<file path="config.mk">
export PLATFORM = sky130hd
export DESIGN_NAME = pix_node
export DESIGN_NICKNAME = d
export VERILOG_FILES = /design/src/rtl/pix_pkg.sv /design/src/rtl/pix_bit_decoder.sv /design/src/rtl/pix_bit_encoder.sv /design/src/rtl/pix_pwm.sv /design/src/rtl/pix_node.sv
export SDC_FILE = /design/constraint.sdc
export NUM_CORES = 1
export LEC_CHECK = 0
export ABC_AREA = 1
export BUFFER_PORTS_ARGS = -buffer_cell sky130_fd_sc_hd__buf_4
export CORE_MARGIN = 3
export CORE_UTILIZATION = 54
export DETAILED_ROUTE_END_ITERATION = 7
export PLACE_DENSITY = 0.75
export SLEW_MARGIN = 25
export SYNTH_ARGS = -nofsm -noshare
export SYNTH_HDL_FRONTEND = slang
export SYNTH_SLANG_ARGS = --single-unit
</file>
<file path="constraint.sdc">
create_clock -name clk -period 1.3 [get_ports clk]
set_input_delay 0.065 -clock clk [delete_from_list [all_inputs] [get_ports clk]]
set_output_delay 0.065 -clock clk [all_outputs]
set_load 0.02 [all_outputs]
</file>
<file path="src/rtl/pix_pkg.sv">
package pix_pkg;
    localparam int PIX_DW  = 8;
    localparam int PIX_NCH = 3;
    localparam int PIX_FRAME_BITS = PIX_DW * PIX_NCH;

    typedef logic [PIX_NCH-1:0][PIX_DW-1:0] pix_word_t;

    typedef enum logic {ENC_IDLE, ENC_HIGH} enc_state_e;

    typedef struct packed {
        logic vld;
        logic val;
    } pix_bit_t;

    function automatic int unsigned pulse_width(input logic val,
                                                input int unsigned w0,
                                                input int unsigned w1);
        return val ? w1 : w0;
    endfunction
endpackage

</file>
<file path="src/rtl/pix_bit_decoder.sv">
module pix_bit_decoder
    import pix_pkg::*;
#(
    parameter int SAMPLE_CYC = 150,
    parameter int RESET_CYC  = 70000
) (
    input  logic     clk,
    input  logic     rst,
    input  logic     din,
    output pix_bit_t bit_o,
    output logic     idle_o
);
    localparam int SW = $clog2(SAMPLE_CYC + 1);
    localparam int LW = $clog2(RESET_CYC + 1);

    logic          din_m, din_s, din_p;
    logic          armed;
    logic [SW-1:0] smp_cnt;
    logic [LW-1:0] lo_cnt;

    always_ff @(posedge clk) begin
        if (rst) begin
            din_m <= 1'b0;
            din_s <= 1'b0;
            din_p <= 1'b0;
        end else begin
            din_m <= din;
            din_s <= din_m;
            din_p <= din_s;
        end
    end

    always_ff @(posedge clk) begin
        if (rst) begin
            armed   <= 1'b0;
            smp_cnt <= '0;
            bit_o   <= '0;
        end else begin
            bit_o.vld <= 1'b0;
            if (din_s && !din_p) begin
                armed   <= 1'b1;
                smp_cnt <= SW'(1);
            end else if (armed) begin
                if (smp_cnt == SW'(SAMPLE_CYC)) begin
                    bit_o.vld <= 1'b1;
                    bit_o.val <= din_s;
                    armed     <= 1'b0;
                end else begin
                    smp_cnt <= smp_cnt + SW'(1);
                end
            end
        end
    end

    always_ff @(posedge clk) begin
        if (rst) begin
            lo_cnt <= '0;
            idle_o <= 1'b0;
        end else begin
            idle_o <= !din_s && (lo_cnt == LW'(RESET_CYC - 1));
            if (din_s)
                lo_cnt <= '0;
            else if (lo_cnt != LW'(RESET_CYC))
                lo_cnt <= lo_cnt + LW'(1);
        end
    end

    a_r1_single_sample: assert property (@(posedge clk) disable iff (rst)
        bit_o.vld |=> !bit_o.vld);
    a_r5_idle_needs_low: assert property (@(posedge clk) disable iff (rst)
        idle_o |-> !din_p);
endmodule

</file>
<file path="src/rtl/pix_bit_encoder.sv">
module pix_bit_encoder
    import pix_pkg::*;
#(
    parameter int T0H_CYC = 94,
    parameter int T1H_CYC = 212
) (
    input  logic clk,
    input  logic rst,
    input  logic start,
    input  logic val,
    output logic dout
);
    localparam int CW = $clog2(T1H_CYC + 1);

    enc_state_e    state;
    logic [CW-1:0] cnt;
    logic [CW-1:0] width;

    always_ff @(posedge clk) begin
        if (rst) begin
            state <= ENC_IDLE;
            cnt   <= '0;
            width <= '0;
        end else if (start) begin
            state <= ENC_HIGH;
            cnt   <= CW'(1);
            width <= CW'(pulse_width(val, T0H_CYC, T1H_CYC));
        end else if (state == ENC_HIGH) begin
            if (cnt == width) state <= ENC_IDLE;
            else              cnt   <= cnt + CW'(1);
        end
    end

    assign dout = (state == ENC_HIGH);

    a_r3_start_goes_high: assert property (@(posedge clk) disable iff (rst)
        start |=> dout);
endmodule

</file>
<file path="src/rtl/pix_pwm.sv">
module pix_pwm
    import pix_pkg::*;
(
    input  logic             clk,
    input  logic             rst,
    input  pix_word_t        duty,
    output logic [PIX_NCH-1:0] pwm_o
);
    logic [PIX_DW-1:0] phase;

    always_ff @(posedge clk) begin
        if (rst) phase <= '0;
        else     phase <= phase + PIX_DW'(1);
    end

    for (genvar i = 0; i < PIX_NCH; i++) begin : g_ch
        always_ff @(posedge clk) begin
            if (rst) pwm_o[i] <= 1'b0;
            else     pwm_o[i] <= (phase < duty[PIX_NCH-1-i]);
        end

        a_r8_zero_duty_off: assert property (@(posedge clk) disable iff (rst)
            ($past(duty[PIX_NCH-1-i]) == '0) |-> !pwm_o[i]);
    end
endmodule

</file>
<file path="src/rtl/pix_node.sv">
module pix_node
    import pix_pkg::*;
#(
    parameter int T0H_CYC    = 94,
    parameter int T1H_CYC    = 212,
    parameter int SAMPLE_CYC = 150,
    parameter int RESET_CYC  = 70000
) (
    input  logic                      clk,
    input  logic                      rst,
    input  logic                      din,
    output logic                      dout,
    output logic [PIX_NCH-1:0]        pwm_o,
    output logic [PIX_FRAME_BITS-1:0] duty_dbg
);
    localparam int FW = $clog2(PIX_FRAME_BITS + 1);

    pix_bit_t                  rx_bit;
    logic                      idle;
    logic [FW-1:0]             cap_cnt;
    logic [PIX_FRAME_BITS-1:0] hold;
    pix_word_t                 duty_q;
    logic                      fwd_start;
    logic                      full;

    pix_bit_decoder #(.SAMPLE_CYC(SAMPLE_CYC), .RESET_CYC(RESET_CYC)) u_dec (
        .clk(clk), .rst(rst), .din(din), .bit_o(rx_bit), .idle_o(idle));

    assign full      = (cap_cnt == FW'(PIX_FRAME_BITS));
    assign fwd_start = rx_bit.vld && full;

    always_ff @(posedge clk) begin
        if (rst) begin
            cap_cnt <= '0;
            hold    <= '0;
            duty_q  <= '0;
        end else if (idle) begin
            if (full) duty_q <= pix_word_t'(hold);
            cap_cnt <= '0;
        end else if (rx_bit.vld && !full) begin
            hold    <= {hold[PIX_FRAME_BITS-2:0], rx_bit.val};
            cap_cnt <= cap_cnt + FW'(1);
        end
    end

    pix_bit_encoder #(.T0H_CYC(T0H_CYC), .T1H_CYC(T1H_CYC)) u_enc (
        .clk(clk), .rst(rst), .start(fwd_start), .val(rx_bit.val), .dout(dout));

    pix_pwm u_pwm (.clk(clk), .rst(rst), .duty(duty_q), .pwm_o(pwm_o));

    assign duty_dbg = duty_q;

    a_r7_duty_commit_only: assert property (@(posedge clk) disable iff (rst)
        (duty_q != $past(duty_q)) |-> $past(idle));
endmodule

</file>
# Yosys cells after proc, flatten, opt, wreduce, memory -nomap -nowiden
# Cells that the tools add are included.
# totals
n_memories	0
ramBits	0
romBits	0
latchBits	0
regBits	113
elab_cells	78
output_inout_bits	28
in_bits	3
# classes
add_sub_neg	5
div_mod_pow	0
n_reduce_logical	21
mux	14
n_bitwise	5
n_shift	0
eq_ne	7
magnitude_cmp	3
n_mul	0
# op_table
operator	count
$add A8 B1 Y8 const B	3
$lt A8 B8 Y1	3
$add A17 B1 Y17 const B	1
$eq A17 B17 Y1 const B	1
$ne A17 B17 Y1 const B	1
$mux W1	12
$reduce_and A2 Y1	6
$eq A8 B8 Y1	1
$eq A8 B8 Y1 const B	1
$mux W8	1
$reduce_or A2 Y1	4
$add A5 B1 Y5 const B	1
$eq A5 B5 Y1 const B	1
$not A1 Y1	5
$logic_and A1 B1 Y1	4
$reduce_bool A2 Y1	2
$logic_not A1 Y1	3
$reduce_and A3 Y1	1
$reduce_or A3 Y1	1
$mux W2	1
$ne A2 B1 Y1 const B	1
$ne A2 B2 Y1 const B	1

# Longest topological paths before layout
# logic_depth
word_depth	4
depth_mapped	11
depth_no_buf	10

# Cells and area by module
# From an unflattened synthesis, not the netlist that was laid out.
# hier_totals
hier_cells	827
hier_area_um2	5655.4
# by_module_without_submodules
mod	seq_area_each_um2	area_per_inst_um2	instances	cells_each
pix_node	1061.0	2359.8	1	337
pix_bit_decoder	640.6	1645.3	1	256
pix_pwm	220.2	980.9	1	140
pix_bit_encoder	240.2	669.4	1	94

# Worst setup path before layout
# Ideal clock, no wire load.
# synth_path
path_type	register to register
startpoint	register u_dec.lo_cnt[0]
endpoint	register u_dec.lo_cnt[16]
arrival_ps	1282
synth_period_minus_slack_ps	1351
setup_time_ps	70
path_buffers	0
setup_slack_ps	-51
path_stages_with_launch	9
required_ps	1230
cell_sequence	dfxtp_1 > ha_1 > inv_1 > nor2_2 > nand2_2 > nor2_4 > nand3_2 > or2_0 > a21oi_1
# synth_via
elab_chain_len	1
word_cells_on_any_way	2
cone_classes	add/sub (1); eq/ne (1)
# synth_rtl
item	line	source
start, declared	pix_bit_decoder.sv:19	logic [LW-1:0] lo_cnt;
start signal, assigned	pix_bit_decoder.sv:64	lo_cnt <= lo_cnt + LW'(1);
$add A17 B1 Y17 / $ne A17 B17 Y1 (equally long branches)	pix_bit_decoder.sv:64, pix_bit_decoder.sv:63	
# Parallel ways exist; a longest one is shown, timed or not.
# A chain may end at the register's enable or synchronous reset.

# Worst setup path after layout
# layout_path
startpoint	register u_enc.width[6]
endpoint	register u_enc.cnt[4]
# layout_via
elab_chain_len	3
# layout_rtl
item	line	source
start, declared	pix_bit_encoder.sv:17	logic [CW-1:0] width;
start signal, assigned	pix_bit_encoder.sv:27	width <= CW'(pulse_width(val, T0H_CYC, T1H_CYC));
$eq A8 B8 Y1	pix_bit_encoder.sv:29	if (cnt == width) state <= ENC_IDLE;
$not A1 Y1 (no line)	--	
$reduce_and A2 Y1 (no line)	--	
end signal, assigned	pix_bit_encoder.sv:30	else cnt <= cnt + CW'(1);
end, declared	pix_bit_encoder.sv:16	logic [CW-1:0] cnt;
# Every way passes these cells.

==> flow_metrics.env <==
export IMPL_grt_max_degree=30
export IMPL_status="finished, violations left"
export IMPL_endpoint_kind="flop"
export IMPL_ys_types=34
export IMPL_firstDrtPassIters=6
export IMPL_max_freq_mhz=685
export IMPL_final_common_cell="nand2_1"
export IMPL_antenna_left=0
export IMPL_finalHoldViolations=0
export IMPL_grt_usage_pct=21.9
export IMPL_clock_power_share_pct=34.6
export IMPL_tightest_slew_ps=444
export IMPL_clock_sinks=108
export IMPL_nets=771
export IMPL_startpoint_type="flop"
export IMPL_place_hpwl_mm=7.70
export IMPL_layout_drive_gt1_share_pct=44.0
export IMPL_place_area_sq_mm=0.00554
export IMPL_fp_dieH_um=102
export IMPL_final_cells=852
export IMPL_ys_warn_count=0
export IMPL_wl_mm=15.1
export IMPL_vias=4996
export IMPL_die_area_sq_mm=0.0104
export IMPL_clk_pin_slew_ps=110
export IMPL_p_seq_share_pct=58.8
export IMPL_syn_inst=653
export IMPL_antenna_found_initial=0
export IMPL_min_period_ps=1460
export IMPL_crit_chain="inv_1 -> nand2_1 -> nand3_1 -> nor2_4 -> nand2_4 -> nand2_4 -> nand2_2 -> a21oi_2"
export IMPL_gpl_final_weighted_congestion=0.829
export IMPL_cpPeakStageDelay_ps=380
export IMPL_crit_top_cell="nand2_4"
export IMPL_arrival_ps=1770
export IMPL_cts_root_buffer="clkbuf_8"
export IMPL_combinationalPowerShare_pct=6.6
export IMPL_grt_pass1_vias=4151
export IMPL_portBuffers=30
export IMPL_cts_buffers=9
export IMPL_internal_power_mw=4.30
export IMPL_synth_fp_nets=685
export IMPL_cp_max_fo=5
export IMPL_wl_per_cell_um=17.8
export IMPL_crit_type="reg2reg"
export IMPL_swShare_pct=24.9
export IMPL_design_area_sq_mm=0.00702
export IMPL_ys_ff_latch=108
export IMPL_drc_errors=0
export IMPL_rows=34
export IMPL_htree_levels=3
export IMPL_power_switching_mw=1.43
export IMPL_grt_setup_unrepaired="true"
export IMPL_syn_cell_area_sq_mm=0.00497
export IMPL_placed_cells=803
export IMPL_num_io_pins=31
export IMPL_p_per_area_mw_per_mm2=816
export IMPL_area_growth_pct=41.1
export IMPL_slowest_stage="dfxtp_2"
export IMPL_die_w_um=102
export IMPL_fp_coreArea_sq_mm=0.00885
export IMPL_mostFrequentLayoutCells="nand2_1 (81), dfxtp_1 (78), inv_1 (72), buf_4 (72), a21oi_1 (53)"
export IMPL_via_per_inst=5.86
export IMPL_violations="setup timing"
export IMPL_peakVddDrop_mv=0.671
export IMPL_clock_skew_ps=16.9
export IMPL_diodes=0
export IMPL_avgSynthCellArea_sq_um=7.61
export IMPL_relSlewSlack_pct=70.3
export IMPL_crit_required_ps=1610
export IMPL_initial_core_util_pct=56.2
export IMPL_cts_tree="done"
export IMPL_insertion_delay_ps=370
export IMPL_yosysSeqAreaShare_pct=43.5
export IMPL_first_iter_violations=302
export IMPL_grt_pass1_wl_mm=18.7
export IMPL_final_max_slew_viol_count=0
export IMPL_drv_cap=0
export IMPL_period_share_pct=112
export IMPL_final_util_pct=79.3
export IMPL_clk_path_buf_depth=2
export IMPL_overflow=0
export IMPL_hp_class="reg2reg"
export IMPL_finalSetupViolCount=54
export IMPL_cellLeakagePower_nw=2.54
export IMPL_worst_slack_ps=-160
==> cell families after synthesis <==
| family | count (synthesis) | synth area share [%] |
|---|---|---|
| AND/OR/NAND/NOR | 246 | 22.6 |
| flip-flops | 108 | 43.5 |
| buffers and inverters | 106 | 8.71 |
| AO/OA/AOI/OAI | 154 | 16.1 |
| XOR/XNOR | 10 | 1.76 |
| adder cells (fa/ha/maj) | 29 | 7.30 |
==> routing by layer <==
metal	global-route usage [%]	share of wire [%]	vias up
li1	-	-	2337
met4	6.26	2.6	0
met3	4.51	5.6	42
met5	0	0	-
met1	28.8	40	2406
met2	36.6	52	211
==> flip-flops by register name, indices dropped and copies added (netlist names), 2 cells and up <==
register / flops
duty_dbg: 24
hold: 24
u_dec.lo_cnt: 17
u_dec.smp_cnt: 8
u_enc.cnt: 8
u_pwm.phase: 8
cap_cnt: 5
u_enc.width: 3
u_pwm.pwm_o: 3
u_dec.bit_o: 2
==> power groups by stage <==
stage,logic (mW),registers [mW],clock network (mW)
5_1_grt,0.414,3.37,2.14
3_5_place_dp,0.269,3.44,0
2_1_floorplan,0.168,3.45,0
3_3_place_gp,0.257,3.44,0
4_1_cts,0.294,3.37,1.97
6_report,0.376,3.37,1.98
==> synth_stat cells <==
master    count  area, sq um
nand4_1       8         50.1
nor3_2        3         30.0
dfxtp_1     108         2160
inv_4         1         6.26
a21oi_2       2         17.5
clkbuf_2      1         5.00
nand3_1      53          265
ha_1         29          363
nor2_1       44          165
buf_1         3         11.3
buf_6         3         33.8
nor3_1       10         50.1
nor4_1        1         6.26
a211oi_1      4         30.0
inv_2         5         18.8
o21bai_1      1         7.51
a31oi_1       1         6.26
buf_2         7         35.0
o211ai_1      2         15.0
or2_0         1         6.26
o21a_1        2         15.0
xnor2_1       3         26.3
o21ai_0      49          245
nor2_2        4         25.0
xor2_1        7         61.3
a21oi_1      93          465
clkbuf_1      8         30.0
nand2_4       4         45.0
nand2_1     110          413
nor2_4        2         22.5
nand2_2       3         18.8
nand3_2       2         20.0
inv_1        78          293
nand3b_1      1         7.51
==> through the flow <==
step,power (mW),setup TNS [ps],setup WS [ps],hold slack [ps]
2_1_floorplan,3.62,-81.4,-4.85,172
3_3_place_gp,3.70,-942,-43.7,263
3_5_place_dp,3.71,-3870,-170,272
4_1_cts,5.63,-312,-89.7,407
5_1_grt,5.93,-8590,-225,424
6_report,5.72,-3820,-160,409
==> critical path: cells and delay by family (launching register included) <==
| family | cells | cell delay [ps] |
|---|---|---|
| AOI/OAI and AO/OA | 1 | 120 |
| DFF | 1 | 380 |
| and+or+nand+nor | 6 | 790 |
| buffers and inverters | 1 | 110 |
==> layout make-up <==
type,count,area (sq um)
Tap cell,108,135
Timing Repair inverter,1,6.26
Timing Repair Buffer,91,838
Clock buffer,11,151
Clock inverter,5,35.0
Sequential cell,108,2210
Inverter,84,355
Fill cell,521,1830
Multi-Input combinational cell,444,3280
==> path summary, 6_finish.rpt <==
path | start | to | slack (ps) | cells past startpoint
setup / recovery | u_enc.width[6] | u_enc.cnt[4] | -160 | 8
hold / removal | u_dec.din_m | u_dec.din_s | 410 | 2
setup reg to reg | u_enc.width[6] | u_enc.cnt[4] | -160 | 8
hold reg to reg | u_dec.din_m | u_dec.din_s | 410 | 2
==> repair_timing <==
action                                  CTS  global route
endpoints found under the hold margin     5             0
setup buffers                            10            11
endpoints found under the setup margin   75            93
pin swaps                                12            57
resized for setup                        34           251
cloned                                    1             8
hold buffers                              3             0
Note: power is estimated with default switching activity, not from simulation.
